===== src/rtl/tag_nest_pkg.sv =====
// Shared types for the tag nesting checker.
// Assumes names are NAME_W bits; each stack entry adds one marker bit above.
package tag_nest_pkg;

    // Token kind as seen on tok_kind_i.
    typedef enum logic {
        TOK_OPEN  = 1'b0,
        TOK_CLOSE = 1'b1
    } tok_kind_e;

    // Checker phase: scanning tokens, or holding a verdict.
    typedef enum logic {
        PH_SCAN = 1'b0,
        PH_HOLD = 1'b1
    } phase_e;

    // Verdict bundle registered by the controller.
    typedef struct packed {
        logic done;
        logic good;
        logic bad;
        logic ovf;
    } verdict_t;

    localparam verdict_t VERDICT_CLEAR = '{done: 1'b0, good: 1'b0, bad: 1'b0, ovf: 1'b0};

endpackage


===== src/rtl/nest_ctrl.sv =====
// Control of the nesting checker.
// What it does: accepts tokens while scanning, issues push/pop to the stack,
//   and registers a verdict (good, bad, overflow) plus a one-cycle done pulse.
// Assumes: equal_i, full_i and last_i describe the stack before this cycle's
//   token; a start strobe overrides everything in the same cycle.
module nest_ctrl
    import tag_nest_pkg::*;
(
    input  logic clk,
    input  logic rst_n,
    input  logic sod_i,
    input  logic eos_i,
    input  logic tok_valid_i,
    input  logic tok_kind_i,
    input  logic equal_i,
    input  logic full_i,
    input  logic last_i,
    output logic ready_o,
    output logic push_o,
    output logic pop_o,
    output logic clear_o,
    output verdict_t verdict_o
);

    phase_e   phase_q, phase_d;
    verdict_t vd_q, vd_d;
    logic     take, take_open, take_close;

    // Handshake and token classification.
    always_comb begin
        ready_o    = (phase_q == PH_SCAN) && !sod_i && !eos_i;
        take       = tok_valid_i && ready_o;
        take_open  = take && (tok_kind_i == TOK_OPEN);
        take_close = take && (tok_kind_i == TOK_CLOSE);
        push_o     = take_open && !full_i;
        pop_o      = take_close && equal_i;
        clear_o    = sod_i;
    end

    // Next phase and verdict.
    always_comb begin
        phase_d     = phase_q;
        vd_d        = vd_q;
        vd_d.done   = 1'b0;
        if (sod_i) begin
            phase_d = PH_SCAN;
            vd_d    = VERDICT_CLEAR;
        end else if (phase_q == PH_SCAN) begin
            if (eos_i) begin
                phase_d  = PH_HOLD;
                vd_d.bad = 1'b1;
                vd_d.done = 1'b1;
            end else if (take_open && full_i) begin
                phase_d  = PH_HOLD;
                vd_d.bad = 1'b1;
                vd_d.ovf = 1'b1;
                vd_d.done = 1'b1;
            end else if (take_close && !equal_i) begin
                phase_d  = PH_HOLD;
                vd_d.bad = 1'b1;
                vd_d.done = 1'b1;
            end else if (take_close && last_i) begin
                phase_d   = PH_HOLD;
                vd_d.good = 1'b1;
                vd_d.done = 1'b1;
            end
        end
    end

    // State registers.
    always_ff @(posedge clk) begin
        if (!rst_n) begin
            phase_q <= PH_SCAN;
            vd_q    <= VERDICT_CLEAR;
        end else begin
            phase_q <= phase_d;
            vd_q    <= vd_d;
        end
    end

    // Registered verdict out.
    always_comb begin
        verdict_o = vd_q;
    end

endmodule


===== config.mk =====
export PLATFORM = sky130hd
export DESIGN_NAME = nest_ctrl
export DESIGN_NICKNAME = d
export VERILOG_FILES = /design/src/rtl/tag_nest_pkg.sv /design/src/rtl/nest_ctrl.sv
export SDC_FILE = /design/constraint.sdc
export NUM_CORES = 1
export LEC_CHECK = 0
export ABC_AREA = 0
export CORE_AREA = 2 2 39 41
export CTS_CLUSTER_DIAMETER = 40
export CTS_CLUSTER_SIZE = 24
export DETAILED_ROUTE_END_ITERATION = 8
export DIE_AREA = 0 0 41 43
export HOLD_SLACK_MARGIN = 0.03
export SYNTH_ARGS = -nofsm -noshare
export SYNTH_HDL_FRONTEND = slang
export SYNTH_SLANG_ARGS = --single-unit

===== constraint.sdc =====
create_clock -name clk -period 1.15 [get_ports clk]
set_input_delay 0.1725 -clock clk [delete_from_list [all_inputs] [get_ports clk]]
set_output_delay 0.1725 -clock clk [all_outputs]
set_load 0.01 [all_outputs]

==> results.sh, run 1 <==
export IMPL_detail_route_wirelength_um=691
export IMPL_grt_util_all_layers_pct=10.3
export IMPL_initialDrtViolationCount=3
export IMPL_run_status="finished, violations left"
export IMPL_dominantRegCellSynth="dfxtp_1"
export IMPL_route_vias_total=314
export IMPL_area_share_of_the_leading_cell_type_in_the_synthesized_netlist_pct=40.2
export IMPL_maxCapViolations=0
export IMPL_final_antenna_net_count=0
export IMPL_clk_transition_reported_paths_ps=50
export IMPL_power_frac_clock_pct=41.8
export IMPL_synthToLayoutAreaGrowth_pct=106
export IMPL_violations="negative setup slack"
export IMPL_floorplan_die_height_um=43
export IMPL_grt_pass1_wl_mm=1.16
export IMPL_hold_viol_final=0
export IMPL_min_cycle_time_layout_ps=1210
export IMPL_rsz0062_at_grt="yes"
export IMPL_powerDensity_nw_per_um2=994
export IMPL_path_max_fanout=2
export IMPL_regArea_sq_um=101
export IMPL_fin_hold_ws_ps=481
export IMPL_pwr_share_seq_pct=36.1
export IMPL_maximum_number_of_pins_on_one_net_before_global_route_repair=5
export IMPL_post_synthesis_cell_area_sq_um=249
export IMPL_p_sw_share_pct=25.5
export IMPL_tritoncts_num_sinks=5
export IMPL_yosys_warnings=0
export IMPL_ctsLongestPathBuffers=2
export IMPL_synth_edf_count=0
export IMPL_die_width_um=41
export IMPL_reg2reg_setup_slack_ps=280
export IMPL_initial_antenna_violation_count=0
export IMPL_fillCellCount=155
export IMPL_vdd_ir_drop_max_mv=0.660
export IMPL_wl_per_cell_um=9.47
export IMPL_critical_path_slowest_cell="dfxtp_2"
export IMPL_crit_buf_inv=1
export IMPL_worst_clock_skew_ps=4.08
export IMPL_critPathRequiredTime_ps=980
export IMPL_drcViolationCount=0
export IMPL_power_share_combinational_pct=22.2
export IMPL_tns_ps=-87.5
export IMPL_finalMaxSlewViolations=0
export IMPL_hold_path_class="input port to flop"
export IMPL_static_leakage_power_nw=0.237
export IMPL_synthMostInstantiatedCell="dfxtp_1"
export IMPL_dpl_worst_slack_ps=-609
export IMPL_fmax_mhz=829
export IMPL_period_share_pct=105
export IMPL_crit_family="flip-flops"
export IMPL_antenna_cells_inserted=0
export IMPL_cts_htree_levels=1
export IMPL_globalplace_congestion=0.775
export IMPL_slew_headroom_pct=86.8
export IMPL_avgViaCountPerCell=4.30
export IMPL_place_port_buffers=16
export IMPL_drt_pass1_iter_count=2
export IMPL_synth_fp_nets=38
export IMPL_synth_area_top_cells="dfxtp_1, a31oi_1, nor3_4"
export IMPL_timing_critical_path_arrival_ps=1030
export IMPL_cts_root_buffer_cell="clkbuf_4"
export IMPL_number_of_rows_created_at_floorplan=14
export IMPL_num_nets_final=67
export IMPL_largest_stage_delay_on_the_critical_path_ps=330
export IMPL_asyncSetResetFlopFracSynth_pct=0
export IMPL_critical_path_cell_chain="nor3_4 -> nand2_2 -> nor3_2 -> buf_2"
export IMPL_synth_cells_most_frequent="dfxtp_1, nor2_1, a21oi_1, a31oi_1, nand2_1"
export IMPL_power_internal_uw=380
export IMPL_end_kind="output pin"
export IMPL_synth_register_bits=5
export IMPL_placeableCoreArea_sq_um=1380
export IMPL_yosys_area_top_type="dfxtp_1"
export IMPL_cp_launch_type="flop"
export IMPL_synth_yosys_seq_area_share_pct=40.2
export IMPL_clk_latency_ps=250
export IMPL_initial_core_util_pct=18.0
export IMPL_tritoncts="done"
export IMPL_globalRoute_totalOverflow=0
export IMPL_drive_gt1_share_pct=36.8
export IMPL_place_detailed_instances=69
export IMPL_cells_after_synth=29
export IMPL_cts_buffers_inserted=3
export IMPL_ys_types=14
export IMPL_first_global_vias=293
export IMPL_floorplan_io_pins=17
export IMPL_instances_no_fill=73
export IMPL_worst_pin_slew_ps=198
export IMPL_ctsHoldBuffers=0
export IMPL_crit_type="flop to output pin"
export IMPL_post_synth_cell_area_avg_sq_um=8.59
export IMPL_worst_slack_ps=-56.0
export IMPL_die_area_sq_um=1760
export IMPL_area_used_by_multi_input_combinational_logic_sq_um=143
export IMPL_total_switching_power_uw=130
export IMPL_half_perimeter_wire_length_of_the_detailed_placement_result_um=542
export IMPL_setup_violations_final=2
[worst reg2reg max path, delay by kind of cell, from the launching register on]
kind                   cells  cell delay (ps)
and+or+nand+nor            1              130
DFF                        1              330
buffers and inverters      1              130
AOI/OAI and AO/OA          2              220
[final cells by class]
cell class / instances / share of cell area (%)
inverter: 2 / 1.46
sequential: 5 / 19.8
tap: 16 / 3.90
clock buffer: 4 / 5.12
multi-input combinational: 21 / 27.8
timing repair buffer: 25 / 42.0
[placed cells by master, fill, tap and decap left out]
master,synthesis,layout
buf_2,0,2
nor3_4,1,1
clkdlybuf4s50_1,0,6
buf_4,1,8
nand2_1,3,2
clkbuf_4,0,3
nand2_2,0,1
o211ai_1,1,1
inv_1,2,2
dlygate4sd2_1,0,6
or2b_2,1,1
a21oi_1,3,3
dfxtp_2,0,1
nor3_2,1,1
nor2b_1,2,2
nor2_1,4,4
clkbuf_1,0,1
and4b_1,1,1
a31oi_1,3,3
dfxtp_1,5,4
o221ai_2,0,1
clkdlybuf4s15_1,0,1
buf_6,0,2
[power groups by stage]
| stage | registers [mW] | logic, mW | clock network [mW] |
|---|---|---|---|
| floorplan | 0.189 | 0.0313 | 0 |
| global placement | 0.187 | 0.114 | 0 |
| detailed placement | 0.187 | 0.114 | 0 |
| CTS | 0.184 | 0.107 | 0.218 |
| global route | 0.184 | 0.124 | 0.235 |
| finish | 0.184 | 0.113 | 0.213 |
[cells by family after synthesis]
logic type	Yosys count	share of synthesized area, %
flip-flops	5	40.2
AND/OR/NAND/NOR	13	33.7
buffers and inverters	3	6.03
AO/OA/AOI/OAI	8	20.1
[state kept, by name, summed over array words and instances, names as in the netlist]
| register | cells |
|---|---|
| phase_q | 1 |
| verdict_o | 4 |
[what timing repair did]
action,4_1_cts,5_1_grt
hold endpoints to repair,0,0
endpoints found under the setup margin,8,4
resized for setup,22,3
pin swaps,3,0
buffers inserted,0,0
[worst paths after layout]
check,endpoint,startpoint,cells past startpoint
worst max-delay path,push_o,phase_q,4
worst min-delay path,verdict_o[3],sod_i,5
worst max register to register,verdict_o[1],phase_q,4
worst min register to register,verdict_o[2],verdict_o[2],2
[through the flow]
step / power, mW / utilization, % / cell area [sq um]
6_report: 0.510 / 37.1 / 513
5_1_grt: 0.543 / 37.1 / 513
4_1_cts: 0.509 / 36.0 / 498
3_5_place_dp: 0.301 / 35.4 / 489
3_3_place_gp: 0.302 / 35.4 / 489
2_1_floorplan: 0.220 / - / 249
[per-layer routing]
metal / vias to the layer above / wire length, um / track usage [%]
met5: - / 0 / 0
met4: 0 / 0 / 2.00
met3: 0 / 94 / 9.42
met2: 16 / 277 / 12.5
met1: 138 / 318 / 13.3
li1: 160 / - / -
(Power assumes the default switching activity.)
==> run 2, diff against run 1 <==
--- a/config.mk
+++ b/config.mk
@@ -5,7 +5,7 @@
 export SDC_FILE = /design/constraint.sdc
 export NUM_CORES = 1
 export LEC_CHECK = 0
-export ABC_AREA = 0
+export ABC_AREA = 1
 export CORE_AREA = 2 2 39 41
 export CTS_CLUSTER_DIAMETER = 40
 export CTS_CLUSTER_SIZE = 24
==> run 2 against run 1 <==
  * The flow still finishes with violations (negative setup slack)
  * Wire length grew 9.8%
  * Synthesized area grew 9.5%
  * Sequential power is essentially flat
  * Synthesized cell count grew 38%
  * Clock power shrank 4%
  * Highest routed layer unchanged
==> results.sh, run 2 <==
export IMPL_maxCapViolations=0
export IMPL_slew_headroom_pct=86.8
export IMPL_initial_antenna_violation_count=0
export IMPL_synth_yosys_seq_area_share_pct=36.7
export IMPL_powerDensity_nw_per_um2=889
export IMPL_die_width_um=41
export IMPL_first_global_vias=318
export IMPL_drive_gt1_share_pct=43.7
export IMPL_synth_cells_most_frequent="inv_1, dfxtp_1, nand2_1, nor2_1, nand3_1"
export IMPL_synth_fp_nets=49
export IMPL_antenna_cells_inserted=0
export IMPL_num_nets_final=81
export IMPL_finalMaxSlewViolations=0
export IMPL_path_max_fanout=2
export IMPL_die_area_sq_um=1760
export IMPL_globalplace_congestion=0.686
export IMPL_floorplan_die_height_um=43
export IMPL_detail_route_wirelength_um=759
export IMPL_ys_types=13
export IMPL_min_cycle_time_layout_ps=1270
export IMPL_post_synth_cell_area_avg_sq_um=6.82
export IMPL_half_perimeter_wire_length_of_the_detailed_placement_result_um=502
export IMPL_fmax_mhz=787
export IMPL_cp_launch_type="flop"
export IMPL_dominantRegCellSynth="dfxtp_1"
export IMPL_worst_slack_ps=-121
export IMPL_avgViaCountPerCell=4.15
export IMPL_drcViolationCount=0
export IMPL_synth_register_bits=5
export IMPL_synth_area_top_cells="dfxtp_1, inv_1, nand3_1"
export IMPL_fin_hold_ws_ps=452
export IMPL_maximum_number_of_pins_on_one_net_before_global_route_repair=6
export IMPL_area_share_of_the_leading_cell_type_in_the_synthesized_netlist_pct=36.7
export IMPL_clk_latency_ps=240
export IMPL_wl_per_cell_um=8.72
export IMPL_place_detailed_instances=78
export IMPL_instances_no_fill=87
export IMPL_number_of_rows_created_at_floorplan=14
export IMPL_tritoncts_num_sinks=5
export IMPL_cts_buffers_inserted=3
export IMPL_total_power_uw=508
export IMPL_vdd_ir_drop_max_mv=0.380
export IMPL_post_synthesis_cell_area_sq_um=273
export IMPL_yosys_area_top_type="dfxtp_1"
export IMPL_placeableCoreArea_sq_um=1380
export IMPL_period_share_pct=111
export IMPL_finish_instance_area_sq_um=572
export IMPL_ctsLongestPathBuffers=2
export IMPL_layout_cells_most_common_list="buf_4, dlygate4sd2_1, inv_1"
export IMPL_critPathRequiredTime_ps=980
export IMPL_place_area_sq_um=498
export IMPL_yosys_warnings=0
export IMPL_final_common_cell="buf_4"
export IMPL_hold_viol_final=0
export IMPL_utilization_pct=41.3
export IMPL_violations="negative setup slack"
export IMPL_globalRoute_totalOverflow=0
export IMPL_dpl_worst_slack_ps=-606
export IMPL_end_kind="output pin"
export IMPL_hold_path_class="flop to flop"
export IMPL_rsz0062_at_grt="yes"
export IMPL_initial_core_util_pct=19.7
export IMPL_synthMostInstantiatedCell="inv_1"
export IMPL_max_ffs_per_register=4
export IMPL_cells_after_synth=40
export IMPL_place_port_buffers=16
export IMPL_clk_transition_reported_paths_ps=40
export IMPL_synth_edf_count=0
export IMPL_ctsHoldBuffers=0
export IMPL_worst_pin_slew_ps=198
export IMPL_grt_pass1_wl_mm=1.27
export IMPL_initialDrtViolationCount=4
export IMPL_cts_htree_levels=1
export IMPL_tritoncts="done"
export IMPL_setup_violations_final=3
export IMPL_grt_util_all_layers_pct=10.9
export IMPL_worst_clock_skew_ps=4.33
export IMPL_cts_root_buffer_cell="clkbuf_4"
export IMPL_timing_critical_path_arrival_ps=1100
export IMPL_static_leakage_power_nw=0.298
export IMPL_route_vias_total=361
export IMPL_crit_type="flop to output pin"
export IMPL_floorplan_io_pins=17
export IMPL_asyncSetResetFlopFracSynth_pct=0
export IMPL_tns_ps=-245
export IMPL_drt_pass1_iter_count=2
export IMPL_final_antenna_net_count=0
export IMPL_run_status="finished, violations left"
export IMPL_synthToLayoutAreaGrowth_pct=110
-- run 2: cells by family (layout without fill, tap and decap cells) --
kind of cell,Yosys count,count (layout),share of synthesized area (%)
DFF,5,5,36.7
AOI/OAI and AO/OA,4,4,7.34
and+or+nand+nor,22,22,42.2
buffers and inverters,9,40,13.8
-- run 2: repair_timing --
item,4_1_cts,5_1_grt
setup endpoints to repair,8,7
pin swaps,4,0
gates resized for setup,26,4
cloned,0,0
setup buffers,5,0
-- run 2: layer usage --
metal / wire length [um] / GRT usage [%] / share of wire (%) / vias up
met5: 0 / 0 / 0 / -
met4: 0 / 4.00 / 0 / 0
met3: 57 / 6.28 / 7.5 / 0
met2: 379 / 15.9 / 50 / 15
met1: 322 / 12.9 / 42 / 159
li1: - / - / - / 187
-- run 2: worst paths after layout --
kind,from,end,slack (ps),depth (start not counted)
worst max-delay path,phase_q,pop_o,-120,5
worst max register to register,phase_q,verdict_o[2],-10,8
worst min register to register,verdict_o[2],verdict_o[2],450,2
worst min-delay path,verdict_o[2],verdict_o[2],450,2
-- run 2: cell type report --
cell class | count | area, sq um
fillers | 164 | 812
repair buffers | 28 | 225
multi-input cells | 26 | 169
flip-flops and latches | 5 | 101
inverters | 8 | 30.0
clock buffers | 4 | 26.3
well taps | 16 | 20.0
-- run 2: power by group --
group,switching (mW),internal [mW]
registers,0.00330,0.181
logic,0.0518,0.0688
clock network,0.0724,0.131
total,0.128,0.381
-- run 2: worst max-delay path, stage by stage, from the launching register on --
cell and delay (ps):
dfxtp_2 320, nor2_4 80, buf_4 120, nand4_4 100, nor2_2 110, buf_2 130
